File: src/rtl/i2c_rcv_pkg.sv
package i2c_rcv_pkg;
  localparam int unsigned NUM_PINS = 2;
  localparam int unsigned PIN_SCL  = 0;
  localparam int unsigned PIN_SDA  = 1;
  localparam logic [7:0] OFF_MODE = 8'h48;
  localparam logic [7:0] OFF_DIR  = 8'h4C;
  localparam logic [7:0] OFF_LVL  = 8'h50;
  localparam logic [7:0] OFF_SET  = 8'h58;
  localparam logic [7:0] OFF_CLR  = 8'h5C;
endpackage

File: src/rtl/i2c_rcv_sync.sv
module i2c_rcv_sync #(
  parameter logic RST_VAL = 1'b1
) (
  input  logic clk_i,
  input  logic rst_ni,
  input  logic d_i,
  output logic q_o
);
  logic s1_q, s2_q;
  logic [1:0] age_q;

  always_ff @(posedge clk_i or negedge rst_ni) begin
    if (!rst_ni) begin
      s1_q <= RST_VAL;
      s2_q <= RST_VAL;
    end else begin
      s1_q <= d_i;
      s2_q <= s1_q;
    end
  end

  // cycles since reset, saturating, gates the latency check
  always_ff @(posedge clk_i or negedge rst_ni) begin
    if (!rst_ni) age_q <= '0;
    else if (age_q != 2'd2) age_q <= age_q + 2'd1;
  end

  assign q_o = s2_q;

  AST_SYNC_LATENCY: assert property (@(posedge clk_i) disable iff (!rst_ni)
    (age_q == 2'd2) |-> (q_o == $past(d_i, 2))) else $error("sync latency");
endmodule

File: src/rtl/i2c_rcv_regs.sv
module i2c_rcv_regs #(
  parameter int unsigned AW = 8,
  parameter int unsigned DW = 16,
  parameter int unsigned NP = 2,
  parameter logic [AW-1:0] OFF_MODE = 8'h48,
  parameter logic [AW-1:0] OFF_DIR  = 8'h4C,
  parameter logic [AW-1:0] OFF_LVL  = 8'h50,
  parameter logic [AW-1:0] OFF_SET  = 8'h58,
  parameter logic [AW-1:0] OFF_CLR  = 8'h5C
) (
  input  logic          clk_i,
  input  logic          rst_ni,
  input  logic          we_i,
  input  logic [AW-1:0] addr_i,
  input  logic [DW-1:0] wdata_i,
  output logic [DW-1:0] rdata_o,
  input  logic [NP-1:0] pin_sync_i,
  output logic          mode_o,
  output logic [NP-1:0] dir_o,
  output logic [NP-1:0] lvl_o
);
  localparam int unsigned PADW = DW - NP;

  logic          mode_q;
  logic [NP-1:0] dir_q, lvl_q, wbits;
  logic          wr_mode, wr_dir, wr_set, wr_clr;

  assign wbits   = wdata_i[NP-1:0];
  assign wr_mode = we_i && (addr_i == OFF_MODE);
  assign wr_dir  = we_i && (addr_i == OFF_DIR);
  assign wr_set  = we_i && (addr_i == OFF_SET);
  assign wr_clr  = we_i && (addr_i == OFF_CLR);

  always_ff @(posedge clk_i or negedge rst_ni) begin
    if (!rst_ni) begin
      mode_q <= 1'b0;
      dir_q  <= '0;
    end else begin
      if (wr_mode) mode_q <= wdata_i[0];
      if (wr_dir)  dir_q  <= wbits;
    end
  end

  // latches reset released; set and clear are separate offsets
  always_ff @(posedge clk_i or negedge rst_ni) begin
    if (!rst_ni)     lvl_q <= '1;
    else if (wr_set) lvl_q <= lvl_q | wbits;
    else if (wr_clr) lvl_q <= lvl_q & ~wbits;
  end

  always_comb begin
    rdata_o = '0;
    unique case (addr_i)
      OFF_MODE: rdata_o = {{(DW-1){1'b0}}, mode_q};
      OFF_DIR:  rdata_o = {{PADW{1'b0}}, dir_q};
      OFF_LVL:  rdata_o = {{PADW{1'b0}}, pin_sync_i};
      default:  rdata_o = '0;
    endcase
  end

  assign mode_o = mode_q;
  assign dir_o  = dir_q;
  assign lvl_o  = lvl_q;

  AST_MODE_STABLE: assert property (@(posedge clk_i) disable iff (!rst_ni)
    !wr_mode |=> $stable(mode_q)) else $error("mode changed");
  AST_DIR_STABLE: assert property (@(posedge clk_i) disable iff (!rst_ni)
    !wr_dir |=> $stable(dir_q)) else $error("dir changed");
  AST_SET_RELEASE: assert property (@(posedge clk_i) disable iff (!rst_ni)
    wr_set |=> ((lvl_q & $past(wbits)) == $past(wbits))) else $error("set");
  AST_SET_ZERO_KEEP: assert property (@(posedge clk_i) disable iff (!rst_ni)
    wr_set |=> ((lvl_q & ~$past(wbits)) == ($past(lvl_q) & ~$past(wbits)))) else $error("set zero");
  AST_CLR_PULL: assert property (@(posedge clk_i) disable iff (!rst_ni)
    wr_clr |=> ((lvl_q & $past(wbits)) == '0)) else $error("clear");
  AST_CLR_ZERO_KEEP: assert property (@(posedge clk_i) disable iff (!rst_ni)
    wr_clr |=> ((lvl_q & ~$past(wbits)) == ($past(lvl_q) & ~$past(wbits)))) else $error("clear zero");
endmodule

File: src/rtl/i2c_rcv_pad.sv
module i2c_rcv_pad (
  input  logic clk_i,
  input  logic rst_ni,
  input  logic mode_i,
  input  logic dir_i,
  input  logic lvl_i,
  input  logic eng_oe_i,
  output logic pad_oe_o
);
  // open drain: a low latch level pulls the line, and only when set as output
  assign pad_oe_o = mode_i ? (dir_i & ~lvl_i) : eng_oe_i;

  AST_INPUT_UNDRIVEN: assert property (@(posedge clk_i) disable iff (!rst_ni)
    (mode_i && !dir_i) |-> !pad_oe_o) else $error("input pad driven");
endmodule

File: src/rtl/i2c_pin_recovery_mux.sv
module i2c_pin_recovery_mux
  import i2c_rcv_pkg::*;
#(
  parameter int unsigned AW = 8,
  parameter int unsigned DW = 16
) (
  input  logic          clk_i,
  input  logic          rst_ni,
  input  logic          reg_we_i,
  input  logic [AW-1:0] reg_addr_i,
  input  logic [DW-1:0] reg_wdata_i,
  output logic [DW-1:0] reg_rdata_o,
  input  logic          eng_scl_oe_i,
  input  logic          eng_sda_oe_i,
  input  logic          scl_i,
  input  logic          sda_i,
  output logic          scl_oe_o,
  output logic          sda_oe_o,
  output logic          eng_hold_o
);
  localparam int unsigned NP = NUM_PINS;

  logic [NP-1:0] pin_raw, pin_sync, eng_oe, pad_oe, dir, lvl;
  logic          mode;

  assign pin_raw[PIN_SCL] = scl_i;
  assign pin_raw[PIN_SDA] = sda_i;
  assign eng_oe[PIN_SCL]  = eng_scl_oe_i;
  assign eng_oe[PIN_SDA]  = eng_sda_oe_i;

  i2c_rcv_regs #(
    .AW(AW), .DW(DW), .NP(NP),
    .OFF_MODE(AW'(OFF_MODE)), .OFF_DIR(AW'(OFF_DIR)), .OFF_LVL(AW'(OFF_LVL)),
    .OFF_SET(AW'(OFF_SET)), .OFF_CLR(AW'(OFF_CLR))
  ) u_regs (
    .clk_i, .rst_ni,
    .we_i(reg_we_i), .addr_i(reg_addr_i), .wdata_i(reg_wdata_i), .rdata_o(reg_rdata_o),
    .pin_sync_i(pin_sync), .mode_o(mode), .dir_o(dir), .lvl_o(lvl)
  );

  for (genvar k = 0; k < NP; k++) begin : g_pin
    i2c_rcv_sync #(.RST_VAL(1'b1)) u_sync (
      .clk_i, .rst_ni, .d_i(pin_raw[k]), .q_o(pin_sync[k])
    );
    i2c_rcv_pad u_pad (
      .clk_i, .rst_ni, .mode_i(mode), .dir_i(dir[k]), .lvl_i(lvl[k]),
      .eng_oe_i(eng_oe[k]), .pad_oe_o(pad_oe[k])
    );
  end

  assign scl_oe_o   = pad_oe[PIN_SCL];
  assign sda_oe_o   = pad_oe[PIN_SDA];
  assign eng_hold_o = mode;

  AST_HOLD_ON_ENTRY: assert property (@(posedge clk_i) disable iff (!rst_ni)
    (reg_we_i && reg_addr_i == AW'(OFF_MODE) && reg_wdata_i[0]) |=> eng_hold_o) else $error("hold");
  AST_PASS_ENGINE: assert property (@(posedge clk_i) disable iff (!rst_ni)
    !eng_hold_o |-> (scl_oe_o == eng_scl_oe_i && sda_oe_o == eng_sda_oe_i)) else $error("pass");
endmodule

File: config.mk
export PLATFORM = sky130hd
export DESIGN_NAME = i2c_pin_recovery_mux
export DESIGN_NICKNAME = d
export VERILOG_FILES = /design/src/rtl/i2c_rcv_pkg.sv /design/src/rtl/i2c_rcv_sync.sv /design/src/rtl/i2c_rcv_regs.sv /design/src/rtl/i2c_rcv_pad.sv /design/src/rtl/i2c_pin_recovery_mux.sv
export SDC_FILE = /design/constraint.sdc
export NUM_CORES = 1
export LEC_CHECK = 0
export BUFFER_PORTS_ARGS = -buffer_cell sky130_fd_sc_hd__buf_2
export CELL_PAD_IN_SITES_DETAIL_PLACEMENT = 1
export CELL_PAD_IN_SITES_GLOBAL_PLACEMENT = 1
export CORE_UTILIZATION = 24
export CTS_CLUSTER_SIZE = 12
export DETAILED_ROUTE_END_ITERATION = 10
export PLACE_DENSITY_LB_ADDON = 0.1
export SLEW_MARGIN = 20
export SYNTH_ARGS = -nofsm -noshare
export SYNTH_HDL_FRONTEND = slang
export SYNTH_SLANG_ARGS = --single-unit
File: constraint.sdc
create_clock -name clk_i -period 1.75 [get_ports clk_i]
set_input_delay 0.175 -clock clk_i [delete_from_list [all_inputs] [get_ports clk_i]]
set_output_delay 0.175 -clock clk_i [all_outputs]
set_load 0.1 [all_outputs]
==> results of run 1 <==
==> per-layer routing <==
layer	share of wire	up-vias	track usage
met2	0.47	24	0.169
met4	0	0	0
li1	-	217	-
met3	0.080	0	0.0648
met5	0	-	0
met1	0.45	202	0.111
==> worst max-delay path, cell delays in order (launching register included) <==
cell and delay (ns):
dfrtp_4 0.53, mux2_2 0.29, a32oi_2 0.20, nor2_4 0.07
buf_12 0.16
==> logic make-up after synthesis <==
logic type,synth area share
AOI/OAI and AO/OA,0.107
buffers and inverters,0.214
DFF,0.423
muxes,0.0818
other,0.00681
and+or+nand+nor,0.168
==> layout make-up <==
class | count | area share
Inverter | 2 | 0.00958
Sequential cell | 9 | 0.302
Clock inverter | 1 | 0.00639
Clock buffer | 3 | 0.0288
Multi-Input combinational cell | 40 | 0.390
Timing Repair Buffer | 25 | 0.220
Tap cell | 27 | 0.0431
==> worst max-delay path by stage <==
stage | from | end | slack [ns]
2_1_floorplan | reg_addr_i[5] | reg_rdata_o[1] | -0.07
3_3_place_gp | reg_addr_i[5] | u_regs.mode_o | 0.12
3_5_place_dp | reg_addr_i[5] | u_regs.dir_o[0] | 0.11
4_1_cts | u_regs.mode_o | reg_rdata_o[0] | 0.02
5_1_grt | u_regs.mode_o | reg_rdata_o[0] | 0.008
6_report | u_regs.mode_o | reg_rdata_o[0] | 0.07
==> layout by cell type, fill, tap and decap left out, types with 2 or more instances in the layout <==
cell type,netlist,layout
dfrtp_1,3,2
o41ai_1,2,2
buf_2,1,19
conb_1,1,14
o31ai_1,2,2
inv_1,2,2
nand2_1,4,4
dlygate4sd3_1,0,3
dfstp_2,6,6
nand3_1,2,2
o22ai_4,0,2
mux2_1,3,3
buf_12,0,2
clkbuf_4,0,3
==> through the flow <==
step                      utilization  instances  power, mW  setup TNS [ns]  worst slack (ns)
after floorplan                     -         66      0.453         -0.0667           -0.0667
after global placement          0.348        100      0.455               0             0.119
after detailed placement        0.348        100      0.456               0             0.111
after CTS                       0.380        107      0.632               0            0.0207
after global routing            0.380        107      0.653               0           0.00752
final                           0.380        107      0.618               0            0.0691
==> power groups by stage <==
stage | clock network, mW | logic (mW) | registers, mW
3_5_place_dp | 0 | 0.220 | 0.237
5_1_grt | 0.183 | 0.235 | 0.234
2_1_floorplan | 0 | 0.211 | 0.243
3_3_place_gp | 0 | 0.219 | 0.236
4_1_cts | 0.173 | 0.226 | 0.233
6_report | 0.159 | 0.226 | 0.233
==> repair_timing <==
| item | in CTS | in global routing |
|---|---|---|
| setup endpoints to repair | 1 | 1 |
| hold buffers | 3 | 0 |
| resized for setup | 1 | 0 |
| pin swaps | 0 | 1 |
| endpoints found under the hold margin | 11 | 0 |
==> results.toml, run 1 <==
[finish]
antenna_cells = 0
fill_cells = 247
drive_gt1_frac = 0.513
area_delta_synth_final_pct = 42.3
fin_area_um2 = 783
nets = 112
multi_input_area_um2 = 305
ff_latch_area_um2 = 236

[grt]
grt.total_usage = 0.0998
grt_pass1_vias = 423
grt_max_degree = 10
antenna_found_initial = 0
grt_pass1_wl_mm = 1.82
gr-total-overflow = 0

[placed_design]
dp_hpwl_um = 921
portBuffers = 21
routabilityCongestion = 0.665
dpl-instance-area_um2 = 718

[flow_run]
cap_violations = 0

[power_and_ir_drop]
seqPwrFrac = 0.377
p_int_mw = 0.346
power_leakage_nw = 0.353
p_clk_frac = 0.257
ir_drop_v = 0.000453
p_sw_mw = 0.272
swShare = 0.440
comb_power_share = 0.366
p_per_area_mw_per_mm2 = 789

[routing]
vias_per_cell = 4.14
drt-total-wl_mm = 1.14
firstDrtPassIters = 3
wire_per_inst_um = 10.7
vias = 443
drc = 0
drtIter0Drc = 7
antenna_left = 0

[worst_setup_path]
rr_worst_depth = 1
worst_setup_path_start_kind = "register"
end_kind = "output port"
critical_path_arrival_ns = 1.51
criticalPathCategory = "register to output port"
r2r-start = "u_regs.mode_o"
cp.required_ns = 1.57
cp_max_fo = 7
reg2reg_to = "u_regs.mode_o"
regToRegSetupSlack_ns = 0.80

[logic_synthesis]
syn_area_per_cell_um2 = 10.4
synth.yosys.seq_area_share = 0.423
yosysWarnings = 0
synthTopCellsByCount = "14 x buf_4, 6 x dfstp_2, 4 x nand2_1"
syn_inst = 53
yosys.area.top_type = "dfstp_2"
synth-edff-count = 0
ys_top_cells_by_area = "dfstp_2 29%, buf_4 19%, dfrtp_1 14%"
synth.top_cell.area_share = 0.286
syn-cell-area_um2 = 551
synth-main-ff-cell = "dfstp_2"
synth-async-reset-ratio = 1.00
synth_cell_types = 22
yosysMostFrequentCell = "buf_4"
ys_ff_latch = 9

[clock_network]
clock_latency_ns = 0.26
clock_path_buffers = 2
cts_made_buffers = 3
clock-sinks = 9
clk_pin_slew_worst_paths_ns = 0.07
cts_root_buffer = "clkbuf_4"
post-cts-setup-buffer-count = 0
cts.htree.levels = 1
cts_tree = "built"

[hold_path]
min_from = "reg_wdata_i[1]"
worstHoldPathType = "input port to register"
hold_end = "u_regs.dir_o[1]"
hold_depth = 2

[die]
fp-row-count = 16
die-area_mm2 = 0.00249
pin_count = 50
die_w_um = 49.9
core-area_mm2 = 0.00206
initial_utilization = 0.267
die_h_um = 49.9

[timing]
rsz0062_at_grt = "no"
max_freq_mhz = 595
skew_ns = 0.00359
layout_min_cycle_time_ns = 1.68
setup_violations = 0
hold_ws_ns = 0.154
finalCritPeriodShare = 0.961
slew_viol_final = 0
finalHoldViolCount = 0

[run_status]
status = "finished clean"
Power figures use the tool's default switching activity.
==> run 2: changes to the inputs <==
--- a/config.mk
+++ b/config.mk
@@ -8,7 +8,7 @@
 export BUFFER_PORTS_ARGS = -buffer_cell sky130_fd_sc_hd__buf_2
 export CELL_PAD_IN_SITES_DETAIL_PLACEMENT = 1
 export CELL_PAD_IN_SITES_GLOBAL_PLACEMENT = 1
-export CORE_UTILIZATION = 24
+export CORE_UTILIZATION = 26
 export CTS_CLUSTER_SIZE = 12
 export DETAILED_ROUTE_END_ITERATION = 10
 export PLACE_DENSITY_LB_ADDON = 0.1
==> constraint.sdc (replaced) <==
create_clock -name clk_i -period 2.1 [get_ports clk_i]
set_input_delay 0.21 -clock clk_i [delete_from_list [all_inputs] [get_ports clk_i]]
set_output_delay 0.21 -clock clk_i [all_outputs]
set_load 0.1 [all_outputs]
==> run 2 against run 1 <==
Effect of this change: cell count decreased by 1.9%; register-to-register slack improved by 0.41 ns; clock skew fell by 0.0033 ns; die area decreased by 7.4%; non-clock buffer count decreased by 2; sequential power down 18%; largest cell class unchanged.
==> results.toml, run 2 (synthesis gave the netlist of run 1 again) <==
[finish]
nets = 110
final_common_cell = "buf_2"
fin_util = 0.370
fin_area_um2 = 733
final_cells = 105
area_delta_synth_final_pct = 33.2
layout_common_cells = "19 x buf_2, 14 x conb_1, 6 x dfstp_2"
fill_cells = 239
drive_gt1_frac = 0.474
antenna_cells = 0

[routing]
wire_per_inst_um = 11.5
antenna_left = 0
firstDrtPassIters = 2
drt-total-wl_mm = 1.20
drc = 0
vias_per_cell = 4.20
vias = 441
drtIter0Drc = 3

[clock_network]
clock-sinks = 9
cts_tree = "built"
cts_root_buffer = "clkbuf_4"
ctsHoldBuffers = 1
cts_resized = 0
post-cts-setup-buffer-count = 0
clock_path_buffers = 2
cts.htree.levels = 1
cts_made_buffers = 3
clk_pin_slew_worst_paths_ns = 0.06
clock_latency_ns = 0.25

[grt]
grt_pass1_wl_mm = 1.95
gr-total-overflow = 0
grt_max_degree = 10
antenna_found_initial = 0
grt.total_usage = 0.122
grt_pass1_vias = 442

[timing]
slew_viol_final = 0
rsz0062_at_grt = "no"
hold_ws_ns = 0.0560
setup_violations = 0
finalHoldViolCount = 0
skew_ns = 0.000244
setup_tns_ns = 0
max_freq_mhz = 566
finalCritPeriodShare = 0.842
layout_min_cycle_time_ns = 1.77
finalWorstSetupSlack_ns = 0.333

[placed_design]
dp_slack_ns = 0.321
dpl-instance-area_um2 = 697
routabilityCongestion = 0.738
dpl.cell_count = 100
portBuffers = 21
dp_hpwl_um = 972

[flow_run]
cap_violations = 0

[die]
pin_count = 50
fp-row-count = 16
die_h_um = 48.0
die-area_mm2 = 0.00231
initial_utilization = 0.278
die_w_um = 48.0
core-area_mm2 = 0.00198

[worst_setup_path]
end_kind = "output port"
cp_top_family = "simple AND/OR/NAND/NOR gates"
critical_path_arrival_ns = 1.56
regToRegSetupSlack_ns = 1.21
criticalPathCategory = "input port to output port"
worst_setup_path_start_kind = "input port"
critical-path-slowest-cell = "or3b_1"
cp_max_fo = 2
crit_chain = "buf_2, or3_1, or3b_1, a21oi_4, buf_12"
cpPeakStageDelay_ns = 0.49
path_buf_inv = 2
cp.required_ns = 1.89

[power_and_ir_drop]
p_total_mw = 0.506
p_per_area_mw_per_mm2 = 690
ir_drop_v = 0.000288
power_leakage_nw = 0.338

[run_status]
status = "finished clean"

[hold_path]
worstHoldPathType = "input port to register"
==> run 2: final timing paths <==
check	endpoint	from	cells after the start
max	reg_rdata_o[1]	reg_addr_i[5]	5
max reg2reg	u_regs.mode_o	u_regs.mode_o	1
min in group asynchronous	u_regs.mode_o	rst_ni	2
min reg2reg	g_pin[0].u_sync.q_o	g_pin[0].u_sync.s1_q	0
max in group asynchronous	g_pin[1].u_sync.q_o	rst_ni	2
min	g_pin[0].u_sync.s1_q	scl_i	1
==> run 2: layout make-up <==
| type | count | area (um^2) | share of cell area |
|---|---|---|---|
| clock buffer | 4 | 26.3 | 0.0358 |
| inverter | 2 | 7.51 | 0.0102 |
| multi-input combinational | 40 | 280 | 0.382 |
| sequential | 9 | 233 | 0.317 |
| tap | 27 | 33.8 | 0.0461 |
| timing repair buffer | 23 | 153 | 0.208 |
==> run 2: power breakdown <==
group          switching, mW  internal (mW)  total [mW]
clock                 0.0587         0.0730       0.132
combinational          0.156         0.0257       0.182
sequential           0.00585          0.186       0.192
==> run 2: metal layers <==
metal  routed length [um]  global-route usage  share of wire  up-vias
met5                    0                   0              0        -
met4                    0              0.0333              0        0
met3                   73              0.0113          0.061        0
met2                  581               0.214           0.48       24
met1                  548               0.160           0.46      206
li1                     -                   -              -      211
==> run 3: changes to the inputs <==
--- a/config.mk
+++ b/config.mk
@@ -8,7 +8,7 @@
 export BUFFER_PORTS_ARGS = -buffer_cell sky130_fd_sc_hd__buf_2
 export CELL_PAD_IN_SITES_DETAIL_PLACEMENT = 1
 export CELL_PAD_IN_SITES_GLOBAL_PLACEMENT = 1
-export CORE_UTILIZATION = 26
+export CORE_UTILIZATION = 22
 export CTS_CLUSTER_SIZE = 12
 export DETAILED_ROUTE_END_ITERATION = 10
 export PLACE_DENSITY_LB_ADDON = 0.1
==> constraint.sdc (replaced) <==
create_clock -name clk_i -period 1.6 [get_ports clk_i]
set_input_delay 0.16 -clock clk_i [delete_from_list [all_inputs] [get_ports clk_i]]
set_output_delay 0.16 -clock clk_i [all_outputs]
set_load 0.1 [all_outputs]
==> run 3 against run 2 <==
Effect of this change: count of clock-buffer cells in the layout unchanged; sequential share of layout area is 3.9 points lower; combinational power increased by 48%; register-to-register slack worse by 0.65 ns; die area increased by 17%; largest power group is now combinational cells.
==> results.toml, run 3 (synthesis gave the netlist of run 1 again) <==
[grt]
grt.total_usage = 0.105
grt_max_degree = 10
use_met2 = 0.167
antenna_found_initial = 0
grt_pass1_vias = 434
gr-total-overflow = 0
grt_busiest_layer = "met2"
grt_util_met1 = 0.141
grt_use_met3 = 0.0175
grt_pass1_wl_mm = 2.03

[clock_network]
clk_pin_slew_worst_paths_ns = 0.06
clock_latency_ns = 0.25
cts.htree.levels = 1
cts_made_buffers = 3
cts_root_buffer = "clkbuf_4"
cts_tree = "built"
clock-sinks = 9
post-cts-setup-buffer-count = 0
clock_path_buffers = 2

[placed_design]
dp_hpwl_um = 985
routabilityCongestion = 0.690
portBuffers = 21
dp_slack_ns = -0.0429
dpl-instance-area_um2 = 772

[power_and_ir_drop]
p_per_area_mw_per_mm2 = 812
p_total_mw = 0.690
power_leakage_nw = 0.381
ir_drop_v = 0.000495

[worst_setup_path]
critical_path_arrival_ns = 1.40
cp_max_fo = 2
worst_setup_path_start_kind = "register"
cp.required_ns = 1.44
end_kind = "output port"
reg2reg_to = "u_regs.mode_o"
criticalPathCategory = "register to output port"
rr_worst_depth = 2
r2r-start = "u_regs.mode_o"
cp-startpoint = "u_regs.mode_o"
regToRegSetupSlack_ns = 0.56

[routing]
drt-total-wl_mm = 1.33
wire_per_inst_um = 11.9
antenna_left = 0
drtIter0Drc = 1
drc = 0
firstDrtPassIters = 2
vias_per_cell = 4.23
vias = 470

[die]
fp-row-count = 17
die_w_um = 52.0
die_h_um = 52.0
core-area_mm2 = 0.00228
pin_count = 50
die-area_mm2 = 0.00271
initial_utilization = 0.242

[timing]
finalWorstSetupSlack_ns = 0.0367
finalHoldViolCount = 0
hold_ws_ns = 0.141
setup_tns_ns = 0
finalCritPeriodShare = 0.977
setup_violations = 0
layout_min_cycle_time_ns = 1.56
slew_viol_final = 0
skew_ns = 0.000106
rsz0062_at_grt = "yes"
max_freq_mhz = 640

[flow_run]
cap_violations = 0

[finish]
fill_cells = 267
fin_area_um2 = 851
final_common_cell = "buf_2"
layout_common_cells = "16 x buf_2, 14 x conb_1, 6 x dfstp_2"
nets = 115
drive_gt1_frac = 0.530
area_delta_synth_final_pct = 54.5
antenna_cells = 0

[hold_path]
worstHoldPathType = "input port to register"
hold_depth = 2
hold_end = "u_regs.dir_o[1]"
min_from = "reg_wdata_i[1]"

[run_status]
status = "finished clean"
[run 3: cell types whose count changed in the layout (fill, tap and decap cells not counted), moves of 2 or more]
cell,change
buf_12,+2
buf_2,-3
buf_4,+3
dlygate4sd3_1,+2
o22ai_2,-2
o22ai_4,+2
[run 3: timing repair]
| action | 4_1_cts | 5_1_grt |
|---|---|---|
| hold endpoints to repair | 11 | 0 |
| pin swaps | 0 | 4 |
| hold buffers | 3 | 0 |
| resized for setup | 1 | 3 |
| setup endpoints to repair | 1 | 2 |
[run 3: where the power goes]
| part | switching, mW | total (mW) | internal (mW) |
|---|---|---|---|
| Clock | 0.0726 | 0.168 | 0.0957 |
| Combinational | 0.214 | 0.270 | 0.0559 |
| Sequential | 0.00684 | 0.253 | 0.246 |
[run 3: cell type report]
type | instances | area, um^2 | area share
tap | 28 | 35.0 | 0.0412
sequential | 9 | 236 | 0.278
clock buffer | 4 | 26.3 | 0.0309
multi-input combinational | 40 | 314 | 0.369
inverter | 2 | 7.51 | 0.00882
timing repair buffer | 28 | 231 | 0.272
[run 3: worst max-delay path, stage by stage (launching register included)]
cell and delay [ns]:
dfrtp_4 0.47, mux2_4 0.27, a32oi_2 0.20, nor2_4 0.06
buf_12 0.16
[run 3: how the worst max path moves through the flow]
| stage | to | slack, ns |
|---|---|---|
| after global routing | reg_rdata_o[0] | -0.02 |
| final | reg_rdata_o[0] | 0.04 |
| after floorplan | reg_rdata_o[1] | -0.19 |
| after global placement | u_regs.mode_o | -0.03 |
| after CTS | reg_rdata_o[0] | 0.0006 |
| after detailed placement | u_regs.mode_o | -0.04 |
[run 3: metal layers]
metal,part of all wire,vias to the layer above,wire [um]
li1,-,224,-
met1,0.44,225,585
met2,0.50,21,661
met3,0.060,0,79
met4,0,0,0
met5,0,-,0
[run 3: metrics by stage]
stage / util / std cells
detailed placement: 0.339 / 104
global placement: 0.339 / 104
finish: 0.374 / 111
global route: 0.374 / 111
floorplan: - / 66
CTS: 0.367 / 111
